## src/rtl/ccflag_pkg.sv

```systemverilog
package ccflag_pkg;

   typedef enum logic [2:0] {
      OP_ADD = 3'd0,
      OP_SUB = 3'd1,
      OP_CMP = 3'd2,
      OP_ASL = 3'd3,
      OP_ASR = 3'd4,
      OP_ROL = 3'd5,
      OP_ROR = 3'd6,
      OP_NOP = 3'd7
   } alu_op_e;

   typedef struct packed {
      logic n;
      logic z;
      logic v;
      logic c;
   } ccflags_t;

   function automatic logic is_arith(input alu_op_e op);
      return (op == OP_ADD) || (op == OP_SUB) || (op == OP_CMP);
   endfunction

   function automatic logic is_shift(input alu_op_e op);
      return (op == OP_ASL) || (op == OP_ASR) || (op == OP_ROL) || (op == OP_ROR);
   endfunction

endpackage

```

## src/rtl/ccflag_adder.sv

```systemverilog
// Adder exposing the carry into and out of the sign bit.
// STYLE 0: behavioural split add, STYLE 1: explicit ripple chain.
module ccflag_adder #(
   parameter int W     = 16,
   parameter int STYLE = 0
) (
   input  logic [W-1:0] a_i,
   input  logic [W-1:0] b_i,
   input  logic         cin_i,
   output logic [W-1:0] sum_o,
   output logic         c_msb_o,
   output logic         cout_o
);
   localparam int LOW = W - 1;

   if (W < 2) begin : g_bad_width
      $error("ccflag_adder: W must be at least 2");
   end
   if (STYLE != 0 && STYLE != 1) begin : g_bad_style
      $error("ccflag_adder: STYLE must be 0 or 1");
   end

   if (STYLE == 0) begin : g_behav
      logic [LOW:0] low_sum;
      always_comb begin
         low_sum  = {1'b0, a_i[LOW-1:0]} + {1'b0, b_i[LOW-1:0]} + {{LOW{1'b0}}, cin_i};
         c_msb_o  = low_sum[LOW];
         sum_o    = {a_i[W-1] ^ b_i[W-1] ^ low_sum[LOW], low_sum[LOW-1:0]};
         cout_o   = (a_i[W-1] & b_i[W-1]) | (low_sum[LOW] & (a_i[W-1] ^ b_i[W-1]));
      end
   end else begin : g_ripple
      logic [W:0] cy;
      assign cy[0] = cin_i;
      for (genvar i = 0; i < W; i++) begin : g_bit
         assign sum_o[i]  = a_i[i] ^ b_i[i] ^ cy[i];
         assign cy[i+1]   = (a_i[i] & b_i[i]) | (cy[i] & (a_i[i] ^ b_i[i]));
      end
      assign c_msb_o = cy[W-1];
      assign cout_o  = cy[W];
   end

endmodule

```

## src/rtl/ccflag_shifter.sv

```systemverilog
// Single-bit shift / rotate unit operating on the destination operand.
module ccflag_shifter
   import ccflag_pkg::*;
#(
   parameter int W = 16
) (
   input  alu_op_e      op_i,
   input  logic [W-1:0] d_i,
   input  logic         cin_i,
   output logic [W-1:0] res_o,
   output logic         cout_o
);
   if (W < 2) begin : g_bad_width
      $error("ccflag_shifter: W must be at least 2");
   end

   always_comb begin
      res_o  = d_i;
      cout_o = 1'b0;
      unique case (op_i)
         OP_ASL: begin res_o = {d_i[W-2:0], 1'b0};     cout_o = d_i[W-1]; end
         OP_ASR: begin res_o = {d_i[W-1], d_i[W-1:1]}; cout_o = d_i[0];   end
         OP_ROL: begin res_o = {d_i[W-2:0], cin_i};    cout_o = d_i[W-1]; end
         OP_ROR: begin res_o = {cin_i, d_i[W-1:1]};    cout_o = d_i[0];   end
         default: begin res_o = d_i; cout_o = 1'b0; end
      endcase
   end

endmodule

```

## src/rtl/ccflag_reg.sv

```systemverilog
// Condition-code register: synchronous clear, strobed load.
module ccflag_reg
   import ccflag_pkg::*;
(
   input  logic     clk_i,
   input  logic     rst_i,
   input  logic     we_i,
   input  ccflags_t d_i,
   output ccflags_t q_o
);
   always_ff @(posedge clk_i) begin
      if (rst_i)     q_o <= '0;
      else if (we_i) q_o <= d_i;
   end

   assert_clear_R11: assert property (@(posedge clk_i)
      $past(rst_i) |-> (q_o == '0));

   assert_hold_R10: assert property (@(posedge clk_i) disable iff (rst_i)
      !we_i |=> $stable(q_o));

endmodule

```

## src/rtl/ccflag_alu.sv

```systemverilog
module ccflag_alu
   import ccflag_pkg::*;
#(
   parameter int W           = 16,
   parameter int ADDER_STYLE = 0
) (
   input  logic         clk_i,
   input  logic         rst_i,
   input  logic [2:0]   op_i,
   input  logic [W-1:0] src_i,
   input  logic [W-1:0] dst_i,
   input  logic         flag_we_i,
   output logic [W-1:0] res_o,
   output logic         res_we_o,
   output logic         flag_n_o,
   output logic         flag_z_o,
   output logic         flag_v_o,
   output logic         flag_c_o
);
   localparam int MSB = W - 1;

   if (W < 2) begin : g_bad_width
      $error("ccflag_alu: W must be at least 2");
   end

   alu_op_e     op;
   ccflags_t    cur, nxt;
   logic [W-1:0] add_b, add_sum, sh_res;
   logic        add_cin, c_msb, c_out, sh_cout;
   logic        is_sub, v_sign;

   assign op     = alu_op_e'(op_i);
   assign is_sub = (op == OP_SUB) || (op == OP_CMP);

   always_comb begin
      add_b   = is_sub ? ~src_i : src_i;
      add_cin = is_sub;
   end

   ccflag_adder #(.W(W), .STYLE(ADDER_STYLE)) u_adder (
      .a_i    (dst_i),
      .b_i    (add_b),
      .cin_i  (add_cin),
      .sum_o  (add_sum),
      .c_msb_o(c_msb),
      .cout_o (c_out)
   );

   ccflag_shifter #(.W(W)) u_shift (
      .op_i  (op),
      .d_i   (dst_i),
      .cin_i (cur.c),
      .res_o (sh_res),
      .cout_o(sh_cout)
   );

   // Sign-agreement overflow rule, from operand and result signs only.
   always_comb begin
      if (is_sub)
         v_sign = (dst_i[MSB] != src_i[MSB]) && (add_sum[MSB] != dst_i[MSB]);
      else
         v_sign = (dst_i[MSB] == src_i[MSB]) && (add_sum[MSB] != dst_i[MSB]);
   end

   always_comb begin
      res_o    = dst_i;
      res_we_o = 1'b0;
      nxt      = cur;
      if (is_arith(op)) begin
         res_o    = add_sum;
         res_we_o = (op != OP_CMP);
         nxt.n    = add_sum[MSB];
         nxt.z    = (add_sum == '0);
         nxt.v    = v_sign;
         nxt.c    = is_sub ? ~c_out : c_out;
      end else if (is_shift(op)) begin
         res_o    = sh_res;
         res_we_o = 1'b1;
         nxt.n    = sh_res[MSB];
         nxt.z    = (sh_res == '0);
         nxt.c    = sh_cout;
         nxt.v    = sh_res[MSB] ^ sh_cout;
      end
   end

   ccflag_reg u_flags (
      .clk_i(clk_i),
      .rst_i(rst_i),
      .we_i (flag_we_i),
      .d_i  (nxt),
      .q_o  (cur)
   );

   assign flag_n_o = cur.n;
   assign flag_z_o = cur.z;
   assign flag_v_o = cur.v;
   assign flag_c_o = cur.c;

   assert_v_carry_form_R3: assert property (@(posedge clk_i) disable iff (rst_i)
      is_arith(op) |-> (v_sign == (c_msb ^ c_out)));

   assert_n_follows_msb_R4: assert property (@(posedge clk_i) disable iff (rst_i)
      (flag_we_i && op != OP_NOP) |=> (flag_n_o == $past(res_o[MSB])));

   assert_shift_v_R9: assert property (@(posedge clk_i) disable iff (rst_i)
      (flag_we_i && is_shift(op)) |=> (flag_v_o == (flag_n_o ^ flag_c_o)));

   assert_cmp_no_write_R6: assert property (@(posedge clk_i) disable iff (rst_i)
      (op == OP_CMP || op == OP_NOP) |-> !res_we_o);

   assert_nop_keeps_R12: assert property (@(posedge clk_i) disable iff (rst_i)
      (op == OP_NOP) |=> $stable({flag_n_o, flag_z_o, flag_v_o, flag_c_o}));

endmodule

```

## config.mk

```make
export PLATFORM = sky130hd
export DESIGN_NAME = ccflag_alu
export DESIGN_NICKNAME = d
export VERILOG_FILES = /design/src/rtl/ccflag_pkg.sv /design/src/rtl/ccflag_adder.sv /design/src/rtl/ccflag_shifter.sv /design/src/rtl/ccflag_reg.sv /design/src/rtl/ccflag_alu.sv
export SDC_FILE = /design/constraint.sdc
export NUM_CORES = 1
export LEC_CHECK = 0
export ABC_AREA = 1
export CORE_UTILIZATION = 49
export DETAILED_ROUTE_END_ITERATION = 8
export PLACE_DENSITY = 0.86
export RECOVER_POWER = 50
export SLEW_MARGIN = 30
export SYNTH_ARGS = -nofsm -noshare
export SYNTH_HDL_FRONTEND = slang
export SYNTH_SLANG_ARGS = --single-unit
export TNS_END_PERCENT = 50
```

## constraint.sdc

```tcl
create_clock -name clk_i -period 8.45 [get_ports clk_i]
set_input_delay 2.535 -clock clk_i [delete_from_list [all_inputs] [get_ports clk_i]]
set_output_delay 2.535 -clock clk_i [all_outputs]
set_load 0.03 [all_outputs]
```

Word level (Yosys, flattened, before mapping)
Index checks and enable logic that the tools add are counted.
{"block": "classes", "add_sub_neg": 2, "n_eq_ne": 10, "n_mux": 11, "n_bitwise": 8, "reduce_logical": 15}
{"operator": "one-hot mux 16 bit (4 select lines)", "n": 1}
{"operator": "two-way mux 16 bit", "n": 3}
{"operator": "logical NOT 16 bit", "n": 2}
{"operator": "adder 15 x 15 -> 16 bit", "n": 1}
{"operator": "adder 16 x 1 -> 16 bit", "n": 1}
{"operator": "inverter 16 bit", "n": 1}
{"operator": "== test 3 bit, second input constant", "n": 3}
{"operator": "two-way mux 4 bit", "n": 2}
{"operator": "== test 3 x 2 -> 1 bit, second input constant", "n": 2}
{"operator": "logical OR 1 bit", "n": 6}
{"operator": "two-way mux 1 bit", "n": 4}
{"operator": "OR reduction 2 bit", "n": 2}
{"operator": "== test 3 x 1 -> 1 bit, second input constant", "n": 1}
{"operator": "logical NOT 3 bit", "n": 1}
{"operator": "inequality test 3 x 2 -> 1 bit, second input constant", "n": 1}
{"operator": "XOR 1 bit", "n": 3}
{"operator": "AND 1 bit", "n": 2}
{"operator": "logical AND 1 bit", "n": 2}
{"operator": "inequality test 1 bit", "n": 2}
{"operator": "one-hot mux 1 bit (2 select lines)", "n": 1}
{"operator": "AND reduction 2 bit", "n": 1}
{"operator": "nonzero test 2 bit", "n": 1}
{"operator": "== test 1 bit", "n": 1}
{"operator": "inverter 1 bit", "n": 1}
{"operator": "OR 1 bit", "n": 1}
{"block": "totals", "register_bits": 4, "in_bits": 38, "output_inout_bits": 21, "word_cells": 50}

Depth between registers and ports, before layout
{"block": "logic_depth", "depth_word": 10, "ltp_mapped": 26, "mapped_depth_nobuf": 25}

Hierarchy
A second synthesis with hierarchy kept.
{"block": "hier_totals", "cells_unflattened": 525, "area_unflattened_um2": 2860.2}
{"module": "ccflag_shifter", "n_inst": 1, "cells_each": 171, "area_per_inst_um2": 970.9, "seq_area_each_um2": 0.0}
{"module": "ccflag_adder", "n_inst": 1, "cells_each": 178, "area_per_inst_um2": 967.2, "seq_area_each_um2": 0.0}
{"module": "ccflag_alu", "n_inst": 1, "cells_each": 150, "area_per_inst_um2": 749.5, "seq_area_each_um2": 0.0}
{"module": "ccflag_reg", "n_inst": 1, "cells_each": 26, "area_per_inst_um2": 172.7, "seq_area_each_um2": 80.1}

Worst setup path after synthesis
OpenSTA, ideal clock, no wires.
{"block": "synth_timing", "kind": "input -> output", "from": "input port op_i[2]", "to": "output port res_o[15]", "arrival_time_ns": 5.343, "t_required_ns": 5.915, "setup_slack_ns": 0.572, "cell_stages": 16, "path_buffers": 3, "cell_sequence": "buf_2 inv_2 nand3_1 buf_6 buf_2 xnor2_1 ha_1 a21oi_1 nand2_1 a21oi_1 nand2_1 a31oi_1 fa_1 inv_1 nor2_2 nor2_1"}
{"block": "synth_between", "elab_chain_len": 7, "elab_cells_between_ends": 21, "cone_classes": "add/sub (2); eq/ne (6); mux (4); bitwise (2); reduce/logical (7)"}
{"item": "from (decl)", "line_no": "ccflag_alu.sv:9", "rtl": "input logic [2:0] op_i,"}
{"item": "== test 3 x 1 -> 1 bit or == test 3 x 2 -> 1 bit (tied branches)", "line_no": "ccflag_pkg.sv:22, ccflag_alu.sv:33"}
{"item": "logical OR 1 bit", "line_no": "ccflag_alu.sv:33", "rtl": "assign is_sub = (op == OP_SUB) || (op == OP_CMP);"}
{"item": "two-way mux 16 bit", "line_no": "ccflag_alu.sv:36", "rtl": "add_b = is_sub ? ~src_i : src_i;"}
{"item": "adder 15 x 15 -> 16 bit", "line_no": "ccflag_adder.sv:26", "rtl": "low_sum = {1'b0, a_i[LOW-1:0]} + {1'b0, b_i[LOW-1:0]} + {{LOW{1'b0}}, cin_i};"}
{"item": "adder 16 x 1 -> 16 bit", "line_no": "ccflag_adder.sv:26"}
{"item": "XOR 1 bit", "line_no": "ccflag_adder.sv:28", "rtl": "sum_o = {a_i[W-1] ^ b_i[W-1] ^ low_sum[LOW], low_sum[LOW-1:0]};"}
{"item": "two-way mux 16 bit *", "line_no": "ccflag_alu.sv:69", "rtl": "if (is_arith(op)) begin"}
{"item": "to (decl)", "line_no": "ccflag_alu.sv:13", "rtl": "output logic [W-1:0] res_o,"}
Mark *: on every way between the ends. The rest lies on a longest branch, timed or not.

Final worst setup path
Ends and elaborated chain as after synthesis.

==> out/metrics.yaml <==
timing:
  worstMarginPinSlew_ns: 0.676
  final_hold_viol_count: 0
  setup_viol: 0
  maxSlewHeadroom: 0.549
  fin_setup_tns_ns: 0
  clock-skew-final_ns: 0.00493
  period_share: 0.976
  fin_crit_ns: 8.24
  slew_violations: 0
  fmax_mhz: 121
finish:
  nNetsFinal: 498
  final_cell_mix: "nand2_1, inv_1, nand3_1, nor2_1, clkdlybuf4s50_1"
  layout_commonest_cell: "nand2_1"
  largest_register: "u_flags.q_o"
  fill_cells: 405
  largest_reg_flops: 4
  drive_gt1_frac: 0.0955
  diodes: 0
  final_cell_area_um2: 2680
  reg_top3: "u_flags.q_o: 4 flops"
  syn2layout_area_growth_pct: 32.2
worst_setup_path:
  worstPathMaxFanout: 15
  critical_path_class: "primary input to output port"
  r2r-end: "u_flags.q_o[2]"
  crit_required_ns: 5.92
  reg2reg_from: "u_flags.q_o[0]"
  endpoint_kind: "output port"
  rrSetupSlack_ns: 7.25
  reg2reg_depth: 9
  arrival_ns: 5.71
  start_kind: "primary input"
detailed_routing:
  wl_um: 6790
  drc: 0
  drt-initial-drc-count: 169
  ant_nets: 0
  first_pass_iters: 5
  via_count: 2685
  wire_per_inst_um: 13.9
  viasPerCell: 5.48
synth:
  synth-warning-count: 0
  synth_area_um2: 2030
  seq_area_frac_synth: 0.0395
  synthesis.nets: 439
  synth_top_area_cell: "nand2_1"
  ys_seq_elements: 4
  synthTopCellsByArea: "nand2_1, nand3_1, ha_1"
  yosysTopAreaCellShare: 0.235
  synth_cells: 383
  syn_avg_cell_area_um2: 5.29
  yosysUniqueCellTypes: 31
power:
  power_mw: 0.335
  power_density_nw_per_um2: 125
  power_leakage_nw: 1.40
  ir_worst_vdd_uv: 59.6
clock_tree:
  clk_path_buf_depth: 2
  cts_inserted_buffers: 3
  htreeDepth: 1
  post_cts_buffers: 0
  clkTransAtPathRegs_ns: 0.03
  clkLatencyLatePin_ns: 0.22
  clock-root-buffer: "clkbuf_8"
  clock-sinks: 4
  cts_tree: "done"
grt:
  globalRouteTotalUtil: 0.318
  grt_pass1_vias: 2474
  antenna_found_initial: 0
  grt_overflow_total: 0
  grt_start_max_net_pins: 26
  grt_pass1_wl_um: 10900
die:
  initial_core_util: 0.510
  core_area_um2: 3970
  dieArea_um2: 4400
  ioPinCount: 59
  die_w_um: 66.3
  dieHeight_um: 66.3
  fp-row-count: 23
min_path:
  hold_start: "u_flags.q_o[3]"
  holdPathEnd: "u_flags.q_o[3]"
  whs_path_depth: 2
  holdCritPathClass: "register to register"
placed_design:
  gp_congestion: 0.979
  dp_hpwl_um: 5350
  dpl_cell_area_um2: 2620
  portBuffers: 58
outcome:
  status: "finished, final reports clean"
flow_run:
  maxCapViolCount: 0
## cell type report
cell class | count | area [um^2] | share of cell area
multi-input cells | 322 | 1720 | 0.642
repair buffers | 63 | 596 | 0.222
inverters | 48 | 180 | 0.0673
flip-flops and latches | 4 | 80.1 | 0.0299
well taps | 50 | 62.6 | 0.0234
clock buffers | 3 | 41.3 | 0.0154
## power by group
part | total (mW) | internal (mW) | switching, mW
clock network | 0.0410 | 0.0304 | 0.0106
registers | 0.0217 | 0.0207 | 0.000999
logic | 0.272 | 0.103 | 0.169
total | 0.335 | 0.154 | 0.181
## Yosys cell counts, drive strengths merged
cell type  instances
nand2            137
inv               48
nand3             45
nor2              42
o21ai             21
ha                16
a21oi             15
xnor2             15
a31oi              9
buf                6
nand4              6
dfxtp              4
clkbuf             3
nand3b             3
fa                 2
nor3               2
nor4               2
xor2               2
a21boi             1
a21o               1
and2               1
o21bai             1
o22ai              1
## metal layers
layer / vias up / GRT usage / wire length [um] / part of all wire
met4: 0 / 0.101 / 175 / 0.026
met5: - / 0 / 0 / 0
li1: 1358 / - / - / -
met3: 23 / 0.0310 / 428 / 0.063
met1: 1176 / 0.397 / 2970 / 0.44
met2: 128 / 0.566 / 3220 / 0.47
## worst max path at each step
stage,from,slack (ns),to,depth (start not counted)
after detailed placement,op_i[1],0.07,res_o[15],17
after global placement,op_i[1],0.15,res_o[15],17
after floorplan,op_i[2],0.57,res_o[15],16
after CTS,op_i[1],0.04,res_o[15],17
final,op_i[2],0.21,res_o[15],16
after global routing,op_i[2],-0.02,res_o[15],16
## cells by family (layout without fill, tap and decap cells)
family / after synthesis / in the layout / share of synthesized area
simple gates: 238 / 238 / 0.520
buf+inv: 57 / 114 / 0.116
compound gates: 49 / 49 / 0.133
fa+ha+maj: 18 / 18 / 0.119
xor+xnor: 17 / 17 / 0.0735
flops: 4 / 4 / 0.0395
## critical path, stage by stage
cell             delay (ns)
clkdlybuf4s50_1        0.45
inv_2                  0.12
nand3_1                0.13
buf_8                  0.19
xnor2_1                0.13
ha_1                   0.37
a21oi_1                0.25
o21ai_0                0.13
a21oi_1                0.18
nand2_1                0.09
a31oi_1                0.17
fa_1                   0.46
inv_1                  0.11
nor2_2                 0.05
nor2_1                 0.15
buf_4                  0.18
## metrics by stage
stage	hold slack [ns]	utilization	setup WS (ns)	instances
finish	0.531	0.674	0.206	490
global route	0.575	0.674	-0.0209	490
CTS	0.539	0.670	0.0437	490
detailed placement	0.532	0.659	0.0702	487
global placement	0.511	0.659	0.145	487
floorplan	0.655	-	0.572	383
## timing repair
item | in CTS | in global routing
gates resized for setup | 0 | 6
hold buffers | 0 | 0
setup endpoints to repair | 0 | 1
No activity file was read; power rests on OpenSTA's default activity.
